`src/rtl/ssby_pkg.sv`:
```
package ssby_pkg;

  localparam int unsigned CUT_DOMAINS = 3;
  localparam int unsigned CUT_CODE    = 0;
  localparam int unsigned CUT_HSOSC   = 1;
  localparam int unsigned CUT_VDET    = 2;

  typedef enum logic [2:0] {
    ST_RUN   = 3'd0,
    ST_ENTRY = 3'd1,
    ST_STBY  = 3'd2,
    ST_WCUT  = 3'd3,
    ST_WOSC  = 3'd4
  } ssby_state_e;

  typedef enum logic [1:0] {
    MODE_RUN   = 2'd0,
    MODE_ENTRY = 2'd1,
    MODE_STBY  = 2'd2,
    MODE_WAKE  = 2'd3
  } ssby_mode_e;

  function automatic ssby_mode_e mode_of(input ssby_state_e s);
    case (s)
      ST_ENTRY:         mode_of = MODE_ENTRY;
      ST_STBY:          mode_of = MODE_STBY;
      ST_WCUT, ST_WOSC: mode_of = MODE_WAKE;
      default:          mode_of = MODE_RUN;
    endcase
  endfunction

endpackage

```
`src/rtl/ssby_wake_qual.sv`:
```
module ssby_wake_qual #(
  parameter int unsigned NSRC   = 8,
  parameter int unsigned PRIO_W = 4
) (
  input  logic [NSRC-1:0]        irq_req,
  input  logic [NSRC-1:0]        irq_to_cpu,
  input  logic [NSRC-1:0]        irq_en,
  input  logic [NSRC*PRIO_W-1:0] irq_prio,
  input  logic [PRIO_W-1:0]      cpu_ipl,
  output logic                   wake_req
);

  logic [NSRC-1:0] hit;

  for (genvar g = 0; g < NSRC; g++) begin : g_src
    logic [PRIO_W-1:0] prio;
    assign prio   = irq_prio[g*PRIO_W +: PRIO_W];
    assign hit[g] = irq_req[g] & irq_to_cpu[g] & irq_en[g] & (prio > cpu_ipl);
  end

  assign wake_req = |hit;

endmodule

```
`src/rtl/ssby_seq.sv`:
```
module ssby_seq
  import ssby_pkg::*;
(
  input  logic        clk,
  input  logic        rst_n,
  input  logic        wait_stb,
  input  logic        stby_sel,
  input  logic        deep_sel,
  input  logic        osc_mon_en,
  input  logic        wake_req,
  input  logic        osc_stable,
  output ssby_state_e state_q,
  output logic        sleep_q,
  output logic        gie_q,
  output logic        chg_q
);

  ssby_state_e state_d;
  logic        sleep_d;
  logic        gie_d;
  logic        chg_d;
  logic        qualify;
  logic        state_we;
  logic        sleep_we;

  assign qualify = stby_sel & ~deep_sel & ~osc_mon_en;

  always_comb begin
    state_d = state_q;
    sleep_d = sleep_q;
    gie_d   = 1'b0;
    case (state_q)
      ST_RUN: begin
        if (sleep_q) begin
          if (wake_req) sleep_d = 1'b0;
        end else if (wait_stb) begin
          gie_d = 1'b1;
          if (qualify) state_d = ST_ENTRY;
          else         sleep_d = 1'b1;
        end
      end
      ST_ENTRY: state_d = ST_STBY;
      ST_STBY:  if (wake_req) state_d = ST_WCUT;
      ST_WCUT:  state_d = ST_WOSC;
      ST_WOSC:  if (osc_stable) state_d = ST_RUN;
      default:  state_d = ST_RUN;
    endcase
  end

  assign chg_d    = (mode_of(state_d) != mode_of(state_q));
  assign state_we = (state_d != state_q);
  assign sleep_we = (sleep_d != sleep_q);

  always_ff @(posedge clk or negedge rst_n) begin
    if (!rst_n) begin
      state_q <= ST_RUN;
      sleep_q <= 1'b0;
      gie_q   <= 1'b0;
      chg_q   <= 1'b0;
    end else begin
      if (state_we) state_q <= state_d;
      if (sleep_we) sleep_q <= sleep_d;
      gie_q <= gie_d;
      chg_q <= chg_d;
    end
  end

endmodule

```
`src/rtl/ssby_out_dec.sv`:
```
module ssby_out_dec
  import ssby_pkg::*;
#(
  parameter int unsigned NOSC = 3
) (
  input  ssby_state_e            state_q,
  input  logic                   sleep_q,
  input  logic [CUT_DOMAINS-1:0] cut_cfg,
  input  logic                   iwdg_auto,
  input  logic                   iwdg_opt_stop,
  input  logic                   iwdg_reg_stop,
  output logic                   cpu_clk_en,
  output logic                   per_clk_en,
  output logic [NOSC-1:0]        osc_en,
  output logic [CUT_DOMAINS-1:0] pwr_cut,
  output logic                   por_lowpwr,
  output logic                   iwdg_run,
  output logic [1:0]             mode
);

  logic in_run;
  logic in_stby;
  logic osc_on;
  logic stop_sel;

  assign in_run  = (state_q == ST_RUN);
  assign in_stby = (state_q == ST_STBY);
  assign osc_on  = in_run | (state_q == ST_ENTRY) | (state_q == ST_WOSC);

  assign cpu_clk_en = in_run & ~sleep_q;
  assign per_clk_en = in_run;
  assign osc_en     = {NOSC{osc_on}};

  for (genvar d = 0; d < CUT_DOMAINS; d++) begin : g_cut
    assign pwr_cut[d] = in_stby & cut_cfg[d];
  end

  assign por_lowpwr = pwr_cut[CUT_VDET];

  assign stop_sel = iwdg_auto ? iwdg_opt_stop : iwdg_reg_stop;
  assign iwdg_run = ~(in_stby & stop_sel);

  assign mode = mode_of(state_q);

endmodule

```
`src/rtl/ssby_ctrl.sv`:
```
module ssby_ctrl
  import ssby_pkg::*;
#(
  parameter int unsigned NSRC   = 8,
  parameter int unsigned PRIO_W = 4,
  parameter int unsigned NOSC   = 3
) (
  input  logic                   clk,
  input  logic                   rst_n,
  input  logic                   wait_stb,
  input  logic                   stby_sel,
  input  logic                   deep_sel,
  input  logic                   osc_mon_en,
  input  logic [2:0]             cut_cfg,
  input  logic                   iwdg_auto,
  input  logic                   iwdg_opt_stop,
  input  logic                   iwdg_reg_stop,
  input  logic [NSRC-1:0]        irq_req,
  input  logic [NSRC-1:0]        irq_to_cpu,
  input  logic [NSRC-1:0]        irq_en,
  input  logic [NSRC*PRIO_W-1:0] irq_prio,
  input  logic [PRIO_W-1:0]      cpu_ipl,
  input  logic                   osc_stable,
  output logic                   cpu_clk_en,
  output logic                   per_clk_en,
  output logic [NOSC-1:0]        osc_en,
  output logic [2:0]             pwr_cut,
  output logic                   por_lowpwr,
  output logic                   iwdg_run,
  output logic                   gie_set,
  output logic                   sleep_st,
  output logic [1:0]             mode,
  output logic                   mode_chg
);

  logic        rst_meta_n;
  logic        rst_sync_n;
  logic        wake_req;
  ssby_state_e state_q;
  logic        sleep_q;

  // reset asserts at once, releases after two edges
  always_ff @(posedge clk or negedge rst_n) begin
    if (!rst_n) begin
      rst_meta_n <= 1'b0;
      rst_sync_n <= 1'b0;
    end else begin
      rst_meta_n <= 1'b1;
      rst_sync_n <= rst_meta_n;
    end
  end

  ssby_wake_qual #(.NSRC(NSRC), .PRIO_W(PRIO_W)) u_qual (
    .irq_req    (irq_req),
    .irq_to_cpu (irq_to_cpu),
    .irq_en     (irq_en),
    .irq_prio   (irq_prio),
    .cpu_ipl    (cpu_ipl),
    .wake_req   (wake_req)
  );

  ssby_seq u_seq (
    .clk        (clk),
    .rst_n      (rst_sync_n),
    .wait_stb   (wait_stb),
    .stby_sel   (stby_sel),
    .deep_sel   (deep_sel),
    .osc_mon_en (osc_mon_en),
    .wake_req   (wake_req),
    .osc_stable (osc_stable),
    .state_q    (state_q),
    .sleep_q    (sleep_q),
    .gie_q      (gie_set),
    .chg_q      (mode_chg)
  );

  ssby_out_dec #(.NOSC(NOSC)) u_dec (
    .state_q       (state_q),
    .sleep_q       (sleep_q),
    .cut_cfg       (cut_cfg),
    .iwdg_auto     (iwdg_auto),
    .iwdg_opt_stop (iwdg_opt_stop),
    .iwdg_reg_stop (iwdg_reg_stop),
    .cpu_clk_en    (cpu_clk_en),
    .per_clk_en    (per_clk_en),
    .osc_en        (osc_en),
    .pwr_cut       (pwr_cut),
    .por_lowpwr    (por_lowpwr),
    .iwdg_run      (iwdg_run),
    .mode          (mode)
  );

  assign sleep_st = sleep_q;

endmodule

```
`config.mk`:
```
export PLATFORM = sky130hd
export DESIGN_NAME = ssby_ctrl
export DESIGN_NICKNAME = d
export VERILOG_FILES = /design/src/rtl/ssby_pkg.sv /design/src/rtl/ssby_wake_qual.sv /design/src/rtl/ssby_seq.sv /design/src/rtl/ssby_out_dec.sv /design/src/rtl/ssby_ctrl.sv
export SDC_FILE = /design/constraint.sdc
export NUM_CORES = 1
export LEC_CHECK = 0
export BUFFER_PORTS_ARGS = -buffer_cell sky130_fd_sc_hd__buf_2
export CORE_ASPECT_RATIO = 1.25
export CORE_UTILIZATION = 44
export DETAILED_ROUTE_END_ITERATION = 12
export PLACE_DENSITY = 0.86
export SLEW_MARGIN = 10
export SYNTH_ARGS = -nofsm -noshare
export SYNTH_HDL_FRONTEND = slang
export SYNTH_SLANG_ARGS = --single-unit
```
`constraint.sdc`:
```
create_clock -name clk -period 3.8 [get_ports clk]
set_input_delay 0.57 -clock clk [delete_from_list [all_inputs] [get_ports clk]]
set_output_delay 0.57 -clock clk [all_outputs]
set_load 0.02 [all_outputs]
```
# Yosys cells after proc, flatten, opt, wreduce, memory -nomap -nowiden
# Cells that the tools add are included.
# totals
word_cells	83
in_bits	73
reg_bits	8
output_inout_bits	15
# op_classes
muxes	17
order_cmp	8
bitwise	37
n_reduce_logical	4
n_eq_ne	11
# op_table
operator	count
$gt 4x4->1	8
$and 1x1->1	31
$mux 3	5
$pmux 3 s5	1
$eq 3x2->1 const B	4
$pmux 2 s3	2
$mux 1	9
$reduce_or 8->1	1
$eq 3x1->1 const B	2
$eq 3x3->1 const B	2
$not 1->1	4
$reduce_or 2->1	2
$logic_not 3->1	1
$ne 3x3->1	1
$ne 2x2->1	1
$or 1x1->1	2
$ne 1x1->1	1

# Depth between registers and ports, before layout
# Gate-level depths: netlist of the first run.
# depth
word_depth	11
mapped_depth	8
mapped_depth_nobuf	8

# Cells and area by module
# Synthesis of the first run repeated with hierarchy kept, for this count alone.
# hier_totals
hier_cells	139
hier_area_um2	1247.4
# by_module_without_submodules
mod	n_inst	cells_per_inst	seq_area_each_um2	area_per_inst_um2
ssby_wake_qual	1	94	0.0	790.8
ssby_seq	1	24	150.1	284.0
ssby_out_dec	1	18	0.0	118.9
ssby_ctrl	1	3	50.0	53.8

# Worst setup path after synthesis of the first run
# No wires, ideal clock.
# synth_timing
path_type	input to register
startpoint	input port cpu_ipl[1]
endpoint	register u_seq.state_q[0]
path_slack_ns	1.786
cell_stages	8
setup_ns	0.119
required_ns	3.681
arrival_ns	1.895
n_path_buf	0
cell_sequence	inv_1 ha_1 nor2b_1 o211ai_1 a21oi_1 nor4_1 nand2_1 a21o_2
# synth_via
elab_chain_cells	6
word_cells_on_any_way	20
cone_classes	8 x order compare; 1 x eq/ne; 2 x mux; 8 x bitwise; 1 x reduce/logical
# synth_lines
item	line	text
start: declaration	ssby_ctrl.sv:22	input logic [PRIO_W-1:0] cpu_ipl,
$gt 4x4->1	ssby_wake_qual.sv:18	assign hit[g] = irq_req[g] & irq_to_cpu[g] & irq_en[g] & (prio > cpu_ipl);
$and 1x1->1	ssby_wake_qual.sv:18	
$reduce_or 8->1 (*)	ssby_wake_qual.sv:21	assign wake_req = |hit;
$mux 3 (*)	ssby_seq.sv:43	ST_STBY: if (wake_req) state_d = ST_WCUT;
$pmux 3 s5 (*)	ssby_seq.sv:32	case (state_q)
$ne 3x3->1	ssby_seq.sv:51	assign state_we = (state_d != state_q);
end signal: assignment	ssby_seq.sv:61	if (state_we) state_q <= state_d;
end: declaration	ssby_seq.sv:12	output ssby_state_e state_q,
# Every way passes the cells marked *; elsewhere a longest branch is shown, timed or not.
# A chain may end at the register's enable or synchronous reset.

# Final worst setup path of the first run
# layout_timing
startpoint	register u_seq.state_q[2]
endpoint	output port por_lowpwr
# layout_via
elab_chain_cells	2
# layout_lines
item	line	text
$eq 3x2->1	ssby_out_dec.sv:27	assign in_stby = (state_q == ST_STBY);
$and 1x1->1	ssby_out_dec.sv:35	assign pwr_cut[d] = in_stby & cut_cfg[d];
end: declaration	ssby_ctrl.sv:28	output logic por_lowpwr,
# No other way between the ends.

==> impl_metrics.py, run 1 <==
metrics = {
    "route": {
        "post_drt_via_cell_ratio": 5.13,
        "detailed_router_iteration_count_before_antenna_repair": 4,
        "totalWireLength_um": 2880,
        "dr_total_vias": 1333,
        "wl_per_cell_um": 11.1,
        "first_iter_violations": 14,
        "antenna_violating_nets_post_route": 0,
        "post-route-drc-count": 0,
    },
    "clocking": {
        "clock_tree.buffer_depth": 2,
        "clk-insertion-delay-late_ns": 0.25,
        "cts.reportedPaths.clkPinSlew_ns": 0.06,
        "post_cts_resize_count": 0,
        "htree_num_levels": 1,
        "cts_made_buffers": 3,
        "post_cts_hold_buffer_count": 0,
        "cts_post_setup_buffers_inserted": 0,
        "clock_sink_count": 8,
        "tritoncts": "yes",
        "cts_root_buffer": "sky130_fd_sc_hd__clkbuf_4",
    },
    "die": {
        "io-pin-count": 88,
        "initial_core_util": 0.477,
        "core_area_um2": 2500,
        "dieArea_um2": 2920,
        "fp-row-count": 20,
        "die_w_um": 48.6,
        "die_height_um": 60.2,
    },
    "yosys": {
        "post_synth.cell_area_avg_um2": 8.34,
        "synth_top_cell_area_share": 0.336,
        "post_synth_instance_area_um2": 1190,
        "ys_types": 27,
        "fraction_of_synthesis_flops_using_an_asynchronous_set_or_reset_pin": 1.00,
        "synthTopCellsByCount": "32 x sky130_fd_sc_hd__ha_1, 19 x sky130_fd_sc_hd__a21oi_1, 16 x sky130_fd_sc_hd__nand4_1",
        "register_area_share_after_synthesis": 0.168,
        "synth_top_flop_cell": "sky130_fd_sc_hd__dfrtp_1",
        "yosys-top-cells-area": "sky130_fd_sc_hd__ha_1 34%, sky130_fd_sc_hd__dfrtp_1 17%, sky130_fd_sc_hd__nand4_1 8.4%, sky130_fd_sc_hd__a21oi_1 8.0%, sky130_fd_sc_hd__o211ai_1 5.0%",
        "flip_flop_and_latch_count_after_synthesis": 8,
        "synth-edff-count": 0,
        "yosysMostFrequentCell": "sky130_fd_sc_hd__ha_1",
        "syn_inst": 143,
        "synth_fp_nets": 248,
        "synth-warning-count": 0,
        "synth_area_leader_cell": "sky130_fd_sc_hd__ha_1",
    },
    "worst_setup_path": {
        "worstSetupStartpointType": "register",
        "worstRegToRegCells": 7,
        "worstSetupPathType": "register to primary output",
        "end_kind": "primary output",
        "worstPathArrival_ns": 1.54,
        "critical_path_peak_fanout": 9,
        "required_ns": 3.23,
    },
    "power_and_ir_drop": {
        "clock_share_of_power": 0.107,
        "power.sequential.fraction": 0.236,
        "p_int_mw": 0.305,
        "max-vdd-ir-drop_mv": 0.300,
        "pwr-share-comb": 0.657,
        "power-per-cell-area_nw_per_um2": 357,
        "post-layout-total-power_mw": 0.586,
        "switching_share": 0.480,
        "p_sw_mw": 0.282,
        "leakagePower_nw": 0.937,
    },
    "final_layout": {
        "syn2layout_area_growth_pct": 37.8,
        "finish.net_count": 334,
        "final_cell_area_um2": 1640,
        "antennaDiodeCount": 0,
        "post_route_cells_drive_above_1_share": 0.423,
    },
    "sta": {
        "setup_viol": 0,
        "finalHoldViolations": 0,
        "post-route-period-util": 0.556,
        "rsz_0062_raised_after_global_routing": "no",
        "final_critical_path_setup_slack_ns": 1.69,
        "fin_skew_ns": 0.00885,
        "tns_ns": 0,
        "timing.final.max_slew_violations": 0,
        "hold_ws_ns": 0.0887,
        "finalCriticalPeriod_ns": 2.11,
        "clock.fmax_mhz": 473,
    },
    "grt": {
        "first_global_vias": 1222,
        "antenna_found_initial": 0,
        "maximum_number_of_pins_on_one_net_before_global_route_repair": 10,
        "gr-total-overflow": 0,
        "globalRouteTotalUtil": 0.201,
        "wire_length_of_the_first_global_routing_pass_um": 4740,
    },
    "placed_design": {
        "globalplace.congestion": 0.767,
        "preCtsSetupSlack_ns": 1.42,
        "io_buffers": 87,
        "placed_cell_area_um2": 1620,
        "dp.final_hpwl_um": 2560,
    },
    "job": {
        "cap_viol_max_count": 0,
    },
    "worst_hold_path": {
        "holdCritPathClass": "register to async pin",
    },
    "outcome": {
        "outcome": "finished clean",
    },
}
[cells in the final DEF (no fill, tap or decap), drive strengths merged]
| cell type | netlist | final |
|---|---|---|
| nand3 | 1 | 1 |
| nand4 | 16 | 16 |
| nor2 | 6 | 6 |
| xnor2 | 1 | 1 |
| buf | 6 | 87 |
| dfrtp | 8 | 8 |
| nor4 | 2 | 2 |
| ha | 32 | 32 |
| and2 | 3 | 3 |
| or3 | 1 | 1 |
| conb | 1 | 1 |
| mux2 | 1 | 1 |
| nand2 | 6 | 6 |
| nor3 | 1 | 1 |
| inv | 15 | 15 |
| a211oi | 1 | 1 |
| o211ai | 8 | 8 |
| nor2b | 8 | 8 |
| nand3b | 1 | 1 |
| a21oi | 19 | 19 |
| nand2b | 1 | 1 |
| clkbuf | 0 | 3 |
| o21ai | 3 | 3 |
| a21o | 2 | 2 |
[stage by stage]
stage | cells | utilization
6_report | 260 | 0.657
5_1_grt | 260 | 0.657
4_1_cts | 260 | 0.657
3_5_place_dp | 257 | 0.648
3_3_place_gp | 257 | 0.648
2_1_floorplan | 143 | -
[state kept, by name, indices dropped and copies added (netlist names)]
signal	count
rst_meta_n	1
rst_sync_n	1
u_seq.chg_q	1
u_seq.gie_q	1
u_seq.sleep_q	1
u_seq.state_q	3
[final timing paths]
kind | to | from | slack (ns)
max | por_lowpwr | u_seq.state_q[2]$_DFFE_PN0P_ | 1.69
min | u_seq.sleep_q$_DFFE_PN0P_ | rst_sync_n$_DFF_PN0_ | 0.09
max reg2reg | u_seq.chg_q$_DFF_PN0_ | u_seq.state_q[0]$_DFFE_PN0P_ | 2.16
min reg2reg | u_seq.sleep_q$_DFFE_PN0P_ | rst_sync_n$_DFF_PN0_ | 0.09
max in group asynchronous | u_seq.chg_q$_DFF_PN0_ | rst_sync_n$_DFF_PN0_ | 3.50
min in group clk | rst_sync_n$_DFF_PN0_ | rst_meta_n$_DFF_PN0_ | 0.35
[layer usage]
metal / vias up / GRT usage / routed length, µm / share of wire
li1: 699 / - / - / -
met1: 571 / 0.230 / 1220 / 0.42
met2: 63 / 0.406 / 1470 / 0.51
met3: 0 / 0.0204 / 189 / 0.066
met4: 0 / 0.0378 / 0 / 0
met5: - / 0 / 0 / 0
[critical path, stage by stage (launching register included)]
cell                       delay, ns
sky130_fd_sc_hd__dfrtp_1        0.46
sky130_fd_sc_hd__nand2b_1       0.21
sky130_fd_sc_hd__nor2_1         0.28
sky130_fd_sc_hd__and2_1         0.19
sky130_fd_sc_hd__buf_2          0.16
[layout make-up]
type | count | area, µm²
sequential | 8 | 200
fill | 228 | 860
timing repair buffer | 87 | 435
clock buffer | 3 | 22.5
multi-input combinational | 114 | 887
inverter | 15 | 56.3
tap | 33 | 41.3
[cells by family (layout without fill, tap and decap cells)]
group | count (synthesis) | after routing | synth area share
other cells | 1 | 1 | 0.00314
mux | 1 | 1 | 0.00944
xor+xnor | 1 | 1 | 0.00735
buf+inv | 21 | 105 | 0.0881
simple gates | 46 | 46 | 0.226
compound gates | 33 | 33 | 0.163
fa+ha+maj | 32 | 32 | 0.336
flops | 8 | 8 | 0.168
[power by group through the flow]
stage	combinational, mW	sequential, mW	clock, mW
final	0.385	0.138	0.0629
after global routing	0.423	0.141	0.0708
after CTS	0.388	0.138	0.0657
after detailed placement	0.387	0.139	0
after global placement	0.380	0.138	0
after floorplan	0.285	0.142	0
No activity file was read; power rests on OpenSTA's default activity.
==> run 2, diff against run 1 <==
ABC_AREA = 1   (was not set)
CORE_UTILIZATION = 38   (was 44)
PLACE_DENSITY = 0.77   (was 0.86)
clock period = 1.7 ns   (was 3.8 ns; I/O delays follow)
==> run 2 against run 1 <==
Synthesized cell count up 48%. Utilization down 9.2 points. Clock skew down 0.0080 ns. Via count up 11%. Synthesized area up 12%. Cell count up 30%. Clock-buffer cell count unchanged. Clock power rose to 3.5 times the previous value. Largest cell class unchanged.
==> impl_metrics.py, run 2 <==
metrics = {
    "yosys": {
        "synth_area_leader_cell": "sky130_fd_sc_hd__ha_1",
        "post_synth_instance_area_um2": 1330,
        "syn_inst": 212,
        "yosysMostFrequentCell": "sky130_fd_sc_hd__nand2_1",
        "flip_flop_and_latch_count_after_synthesis": 8,
        "synthTopCellsByCount": "71 x sky130_fd_sc_hd__nand2_1, 44 x sky130_fd_sc_hd__inv_1, 32 x sky130_fd_sc_hd__ha_1",
        "synth-edff-count": 0,
        "yosys-top-cells-area": "sky130_fd_sc_hd__ha_1 30%, sky130_fd_sc_hd__nand2_1 20%, sky130_fd_sc_hd__dfrtp_1 15%, sky130_fd_sc_hd__inv_1 12%, sky130_fd_sc_hd__nor2_1 6.5%",
        "synth_top_cell_area_share": 0.300,
        "synth-warning-count": 0,
        "ys_types": 19,
        "synth_fp_nets": 317,
        "register_area_share_after_synthesis": 0.150,
        "fraction_of_synthesis_flops_using_an_asynchronous_set_or_reset_pin": 1.00,
        "synth_top_flop_cell": "sky130_fd_sc_hd__dfrtp_1",
        "post_synth.cell_area_avg_um2": 6.29,
    },
    "final_layout": {
        "sequential_cell_area_um2": 200,
        "syn2layout_area_growth_pct": 38.8,
        "final_cell_count_no_fill": 337,
        "mostFrequentLayoutCells": "85 x sky130_fd_sc_hd__buf_2, 71 x sky130_fd_sc_hd__nand2_1, 44 x sky130_fd_sc_hd__inv_1, 32 x sky130_fd_sc_hd__ha_1, 22 x sky130_fd_sc_hd__nor2_1",
        "multi_input_gate_area_um2": 941,
        "largest_register": "u_seq.state_q",
        "nFillCells": 340,
        "antennaDiodeCount": 0,
        "finish.net_count": 407,
        "post_route_cells_drive_above_1_share": 0.323,
        "layout_commonest_cell": "sky130_fd_sc_hd__buf_2",
        "largest_register_ffs": 3,
    },
    "sta": {
        "setup_viol": 0,
        "timing.final.max_slew_violations": 0,
        "clock.fmax_mhz": 629,
        "fin_skew_ns": 0.000862,
        "finalCriticalPeriod_ns": 1.59,
        "finalHoldViolations": 0,
        "final_critical_path_setup_slack_ns": 0.110,
        "post-route-period-util": 0.936,
    },
    "clocking": {
        "tritoncts": "yes",
        "clock_sink_count": 8,
        "cts.reportedPaths.clkPinSlew_ns": 0.04,
        "clk-insertion-delay-late_ns": 0.22,
        "clock_tree.buffer_depth": 2,
        "cts_made_buffers": 3,
        "htree_num_levels": 1,
        "cts_root_buffer": "sky130_fd_sc_hd__clkbuf_8",
    },
    "power_and_ir_drop": {
        "post-layout-total-power_mw": 1.42,
        "max-vdd-ir-drop_mv": 0.538,
        "power-per-cell-area_nw_per_um2": 765,
        "leakagePower_nw": 1.24,
    },
    "worst_hold_path": {
        "holdCritPathClass": "register to async pin",
    },
    "die": {
        "core_area_um2": 3280,
        "initial_core_util": 0.407,
        "dieArea_um2": 3750,
        "fp-row-count": 23,
        "die_height_um": 68.2,
        "die_w_um": 55.0,
        "io-pin-count": 88,
    },
    "route": {
        "antenna_violating_nets_post_route": 0,
        "post_drt_via_cell_ratio": 4.40,
        "dr_total_vias": 1484,
        "first_iter_violations": 24,
        "totalWireLength_um": 3110,
        "post-route-drc-count": 0,
        "wl_per_cell_um": 9.23,
        "detailed_router_iteration_count_before_antenna_repair": 4,
    },
    "worst_setup_path": {
        "critPathSlowestCell": "sky130_fd_sc_hd__dfrtp_1",
        "reg2reg_to": "u_seq.chg_q$_DFF_PN0_",
        "end_kind": "primary output",
        "worstRegToRegCells": 5,
        "worstSetupPathType": "register to primary output",
        "cp_common_cell": "sky130_fd_sc_hd__inv_1",
        "cpPeakStageDelay_ns": 0.40,
        "critical_path_peak_fanout": 5,
        "cp_cell_sequence": "inv_1 -> nand2_1 -> nor2_2 -> inv_1 -> nor2_1 -> buf_4",
        "crit-reg2reg-launch": "u_seq.state_q[0]$_DFFE_PN0P_",
        "required_ns": 1.44,
        "reg2reg_slack_ns": 0.58,
        "worstPathArrival_ns": 1.34,
        "worstSetupStartpointType": "register",
    },
    "grt": {
        "wire_length_of_the_first_global_routing_pass_um": 4770,
        "maximum_number_of_pins_on_one_net_before_global_route_repair": 9,
        "first_global_vias": 1283,
        "gr-total-overflow": 0,
        "globalRouteTotalUtil": 0.171,
        "antenna_found_initial": 0,
    },
    "outcome": {
        "outcome": "finished clean",
    },
    "placed_design": {
        "globalplace.congestion": 0.796,
        "preCtsSetupSlack_ns": -0.0359,
        "dp_cells": 333,
        "io_buffers": 87,
        "dp.final_hpwl_um": 2680,
    },
    "job": {
        "cap_viol_max_count": 0,
    },
}
[run 2: changes by cell type after synthesis, sizes merged, moves of 2 or more]
cell	change
nand2	+67
inv	+29
nor2	+18
nand4	-15
a21oi	-10
nand3	+8
nor2b	-8
o211ai	-8
and2	-3
a21o	-2
buf	-2
nor4	-2
o21ai	-2
[run 2: cell families (layout without fill, tap and decap cells)]
kind of cell | count (synthesis) | count (layout) | synth area share
muxes | 1 | 1 | 0.00844
DFF | 8 | 8 | 0.150
and+or+nand+nor | 110 | 110 | 0.344
AOI/OAI and AO/OA | 12 | 12 | 0.0478
adders and majority gates | 32 | 32 | 0.300
other | 1 | 1 | 0.00281
buffers and inverters | 48 | 136 | 0.146
[run 2: worst max path at each step]
stage,startpoint,endpoint,depth (start not counted)
after floorplan,u_seq.state_q[2]$_DFFE_PN0P_,pwr_cut[2],6
after global placement,cpu_ipl[3],u_seq.chg_q$_DFF_PN0_,13
after detailed placement,cpu_ipl[3],u_seq.chg_q$_DFF_PN0_,13
after CTS,u_seq.state_q[2]$_DFFE_PN0P_,pwr_cut[2],6
after global routing,u_seq.state_q[2]$_DFFE_PN0P_,por_lowpwr,6
final,u_seq.state_q[2]$_DFFE_PN0P_,pwr_cut[2],6
[run 2: through the flow]
stage	hold WS (ns)	util	setup TNS, ns	cell area (µm²)
after floorplan	-0.0406	-	0	1330
after global placement	0.0424	0.547	0	1790
after detailed placement	0.0429	0.547	-0.0359	1790
after CTS	0.0996	0.562	0	1840
after global routing	0.115	0.564	-0.0323	1850
final	0.0946	0.564	0	1850
[run 2: repair_timing]
item	CTS	global route
hold buffers	1	0
hold endpoints to repair	2	0
setup endpoints to repair	0	3
setup buffers	0	0
gates resized for setup	0	3
[run 2: layer usage]
metal	up-vias	global-route usage	routed length, µm
met5	-	0	0
met4	0	0.0500	16
met3	2	0.0200	130
met2	41	0.321	1690
met1	616	0.195	1270
li1	825	-	-
[run 2: power breakdown]
part | total (mW) | internal [mW] | switching, mW
logic | 0.893 | 0.348 | 0.545
clock network | 0.218 | 0.153 | 0.0657
registers | 0.305 | 0.245 | 0.0602
[run 2: worst max-delay path: cells and delay by family (launching register included)]
kind / cells / cell delay, ns
and+or+nand+nor: 3 / 0.34
DFF: 1 / 0.40
buffers and inverters: 3 / 0.36
[run 2: area by class of cell]
cell class,count,area share
Inverter,44,0.0892
Tap cell,37,0.0250
Clock buffer,3,0.0223
Multi-Input combinational cell,156,0.508
Sequential cell,8,0.108
Timing Repair Buffer,89,0.247
==> run 3, diff against run 2 <==
==> constraint.sdc (replaced) <==
create_clock -name clk -period 1.7 [get_ports clk]
set_input_delay 0.085 -clock clk [delete_from_list [all_inputs] [get_ports clk]]
set_output_delay 0.085 -clock clk [all_outputs]
set_load 0.02 [all_outputs]
==> run 3 against run 2 <==
Combinational power down 2.8%. Clock power up 5%. Utilization down 0.38 points. Flip-flop and latch count unchanged. Routed wire length down 2.1%. Non-clock buffer count down 1. Clock-buffer cell count unchanged.
==> impl_metrics.py, run 3 (synthesis results as in run 2) <==
metrics = {
    "grt": {
        "gr-total-overflow": 0,
        "globalRouteTotalUtil": 0.171,
        "maximum_number_of_pins_on_one_net_before_global_route_repair": 9,
        "antenna_found_initial": 0,
        "wire_length_of_the_first_global_routing_pass_um": 4780,
        "first_global_vias": 1280,
    },
    "sta": {
        "hold_ws_ns": 0.0673,
        "post-route-period-util": 0.888,
        "finalCriticalPeriod_ns": 1.51,
        "fin_skew_ns": 0.000189,
        "tns_ns": 0,
        "timing.final.max_slew_violations": 0,
        "clock.fmax_mhz": 663,
        "finalHoldViolations": 0,
        "setup_viol": 0,
        "rsz_0062_raised_after_global_routing": "no",
    },
    "worst_setup_path": {
        "cp_cell_sequence": "inv_1 -> nand2_1 -> nor2_2 -> inv_1 -> nor2_1 -> buf_2",
        "worstPathArrival_ns": 1.42,
        "critPathSlowestCell": "sky130_fd_sc_hd__dfrtp_1",
        "end_kind": "primary output",
        "cp_common_cell": "sky130_fd_sc_hd__inv_1",
        "required_ns": 1.62,
        "critical_path_peak_fanout": 5,
        "worstSetupPathType": "register to primary output",
        "cpPeakStageDelay_ns": 0.41,
        "timing.critical_path.from": "u_seq.state_q[2]$_DFFE_PN0P_",
        "crit-reg2reg-launch": "u_seq.state_q[1]$_DFFE_PN0P_",
        "worstSetupStartpointType": "register",
    },
    "final_layout": {
        "antennaDiodeCount": 0,
        "layout_commonest_cell": "sky130_fd_sc_hd__buf_2",
        "nFillCells": 350,
        "mostFrequentLayoutCells": "87 x sky130_fd_sc_hd__buf_2, 71 x sky130_fd_sc_hd__nand2_1, 44 x sky130_fd_sc_hd__inv_1, 32 x sky130_fd_sc_hd__ha_1, 22 x sky130_fd_sc_hd__nor2_1",
        "post_route_cells_drive_above_1_share": 0.321,
        "largest_register": "u_seq.state_q",
        "largest_register_ffs": 3,
        "finish.net_count": 406,
        "syn2layout_area_growth_pct": 37.9,
    },
    "power_and_ir_drop": {
        "power-per-cell-area_nw_per_um2": 761,
        "max-vdd-ir-drop_mv": 0.560,
        "p_sw_mw": 0.675,
        "power.sequential.fraction": 0.217,
        "post-layout-total-power_mw": 1.40,
        "p_int_mw": 0.724,
        "clock_share_of_power": 0.163,
        "switching_share": 0.483,
        "pwr-share-comb": 0.620,
        "leakagePower_nw": 1.23,
    },
    "die": {
        "die_w_um": 55.0,
        "core_area_um2": 3280,
        "die_height_um": 68.2,
        "dieArea_um2": 3750,
        "initial_core_util": 0.407,
        "fp-row-count": 23,
        "io-pin-count": 88,
    },
    "route": {
        "first_iter_violations": 14,
        "antenna_violating_nets_post_route": 0,
        "wl_per_cell_um": 9.07,
        "post_drt_via_cell_ratio": 4.43,
        "detailed_router_iteration_count_before_antenna_repair": 4,
        "dr_total_vias": 1487,
        "totalWireLength_um": 3050,
        "post-route-drc-count": 0,
    },
    "clocking": {
        "cts_post_setup_buffers_inserted": 0,
        "clock_tree.buffer_depth": 2,
        "tritoncts": "yes",
        "htree_num_levels": 1,
        "cts_root_buffer": "sky130_fd_sc_hd__clkbuf_8",
        "cts_made_buffers": 3,
        "clock_sink_count": 8,
        "cts.reportedPaths.clkPinSlew_ns": 0.04,
        "clk-insertion-delay-late_ns": 0.23,
    },
    "worst_hold_path": {
        "holdCritPathClass": "input pin to register",
        "worst_hold_startpoint": "osc_stable",
    },
    "placed_design": {
        "globalplace.congestion": 0.772,
        "io_buffers": 87,
        "dp.final_hpwl_um": 2680,
    },
    "outcome": {
        "outcome": "finished clean",
    },
    "job": {
        "cap_viol_max_count": 0,
    },
}
-- run 3: final timing paths --
check	end	slack (ns)	cells after the start
hold reg to reg	u_seq.sleep_q$_DFFE_PN0P_	0.09	0
setup reg to reg	u_seq.chg_q$_DFF_PN0_	0.60	5
setup / recovery	pwr_cut[2]	0.19	6
hold / removal	u_seq.state_q[2]$_DFFE_PN0P_	0.07	2
max in group asynchronous	u_seq.chg_q$_DFF_PN0_	1.41	0
min in group asynchronous	u_seq.sleep_q$_DFFE_PN0P_	0.09	0
-- run 3: metrics by stage --
stage	area, µm²	utilization	instances	worst slack (ns)
finish	1840	0.561	336	0.191
CTS	1840	0.560	336	0.105
global route	1840	0.561	336	0.0708
detailed placement	1790	0.544	332	0.176
global placement	1790	0.544	332	0.193
floorplan	1330	-	212	0.273
-- run 3: critical path, delay by kind of cell, from the launching register on --
kind / cells / cell delay, ns
simple gates: 3 / 0.38
flops: 1 / 0.41
buf+inv: 3 / 0.40
-- run 3: layer usage --
metal | wire length (µm) | share of wire | track usage
met1 | 1280 | 0.42 | 0.201
met2 | 1610 | 0.53 | 0.315
met3 | 116 | 0.038 | 0.0178
met4 | 36 | 0.012 | 0.0469
met5 | 0 | 0 | 0
-- run 3: power by group through the flow --
stage	Clock [mW]	Sequential, mW	Combinational (mW)
finish	0.228	0.304	0.868
global route	0.239	0.313	0.985
CTS	0.230	0.304	0.871
detailed placement	0	0.307	0.865
global placement	0	0.305	0.852
floorplan	0	0.334	0.583
-- run 3: what timing repair did --
| item | 4_1_cts | 5_1_grt |
|---|---|---|
| hold buffers | 1 | 0 |
| resized for setup | 0 | 1 |
| endpoints found under the setup margin | 0 | 2 |
| hold endpoints to repair | 2 | 0 |
-- run 3: layout make-up --
cell class	instances	area [µm²]	share of cell area
repair buffers	88	445	0.242
clock buffers	3	41.3	0.0224
inverters	44	165	0.0898
multi-input cells	156	941	0.512
well taps	37	46.3	0.0252
flip-flops and latches	8	200	0.109
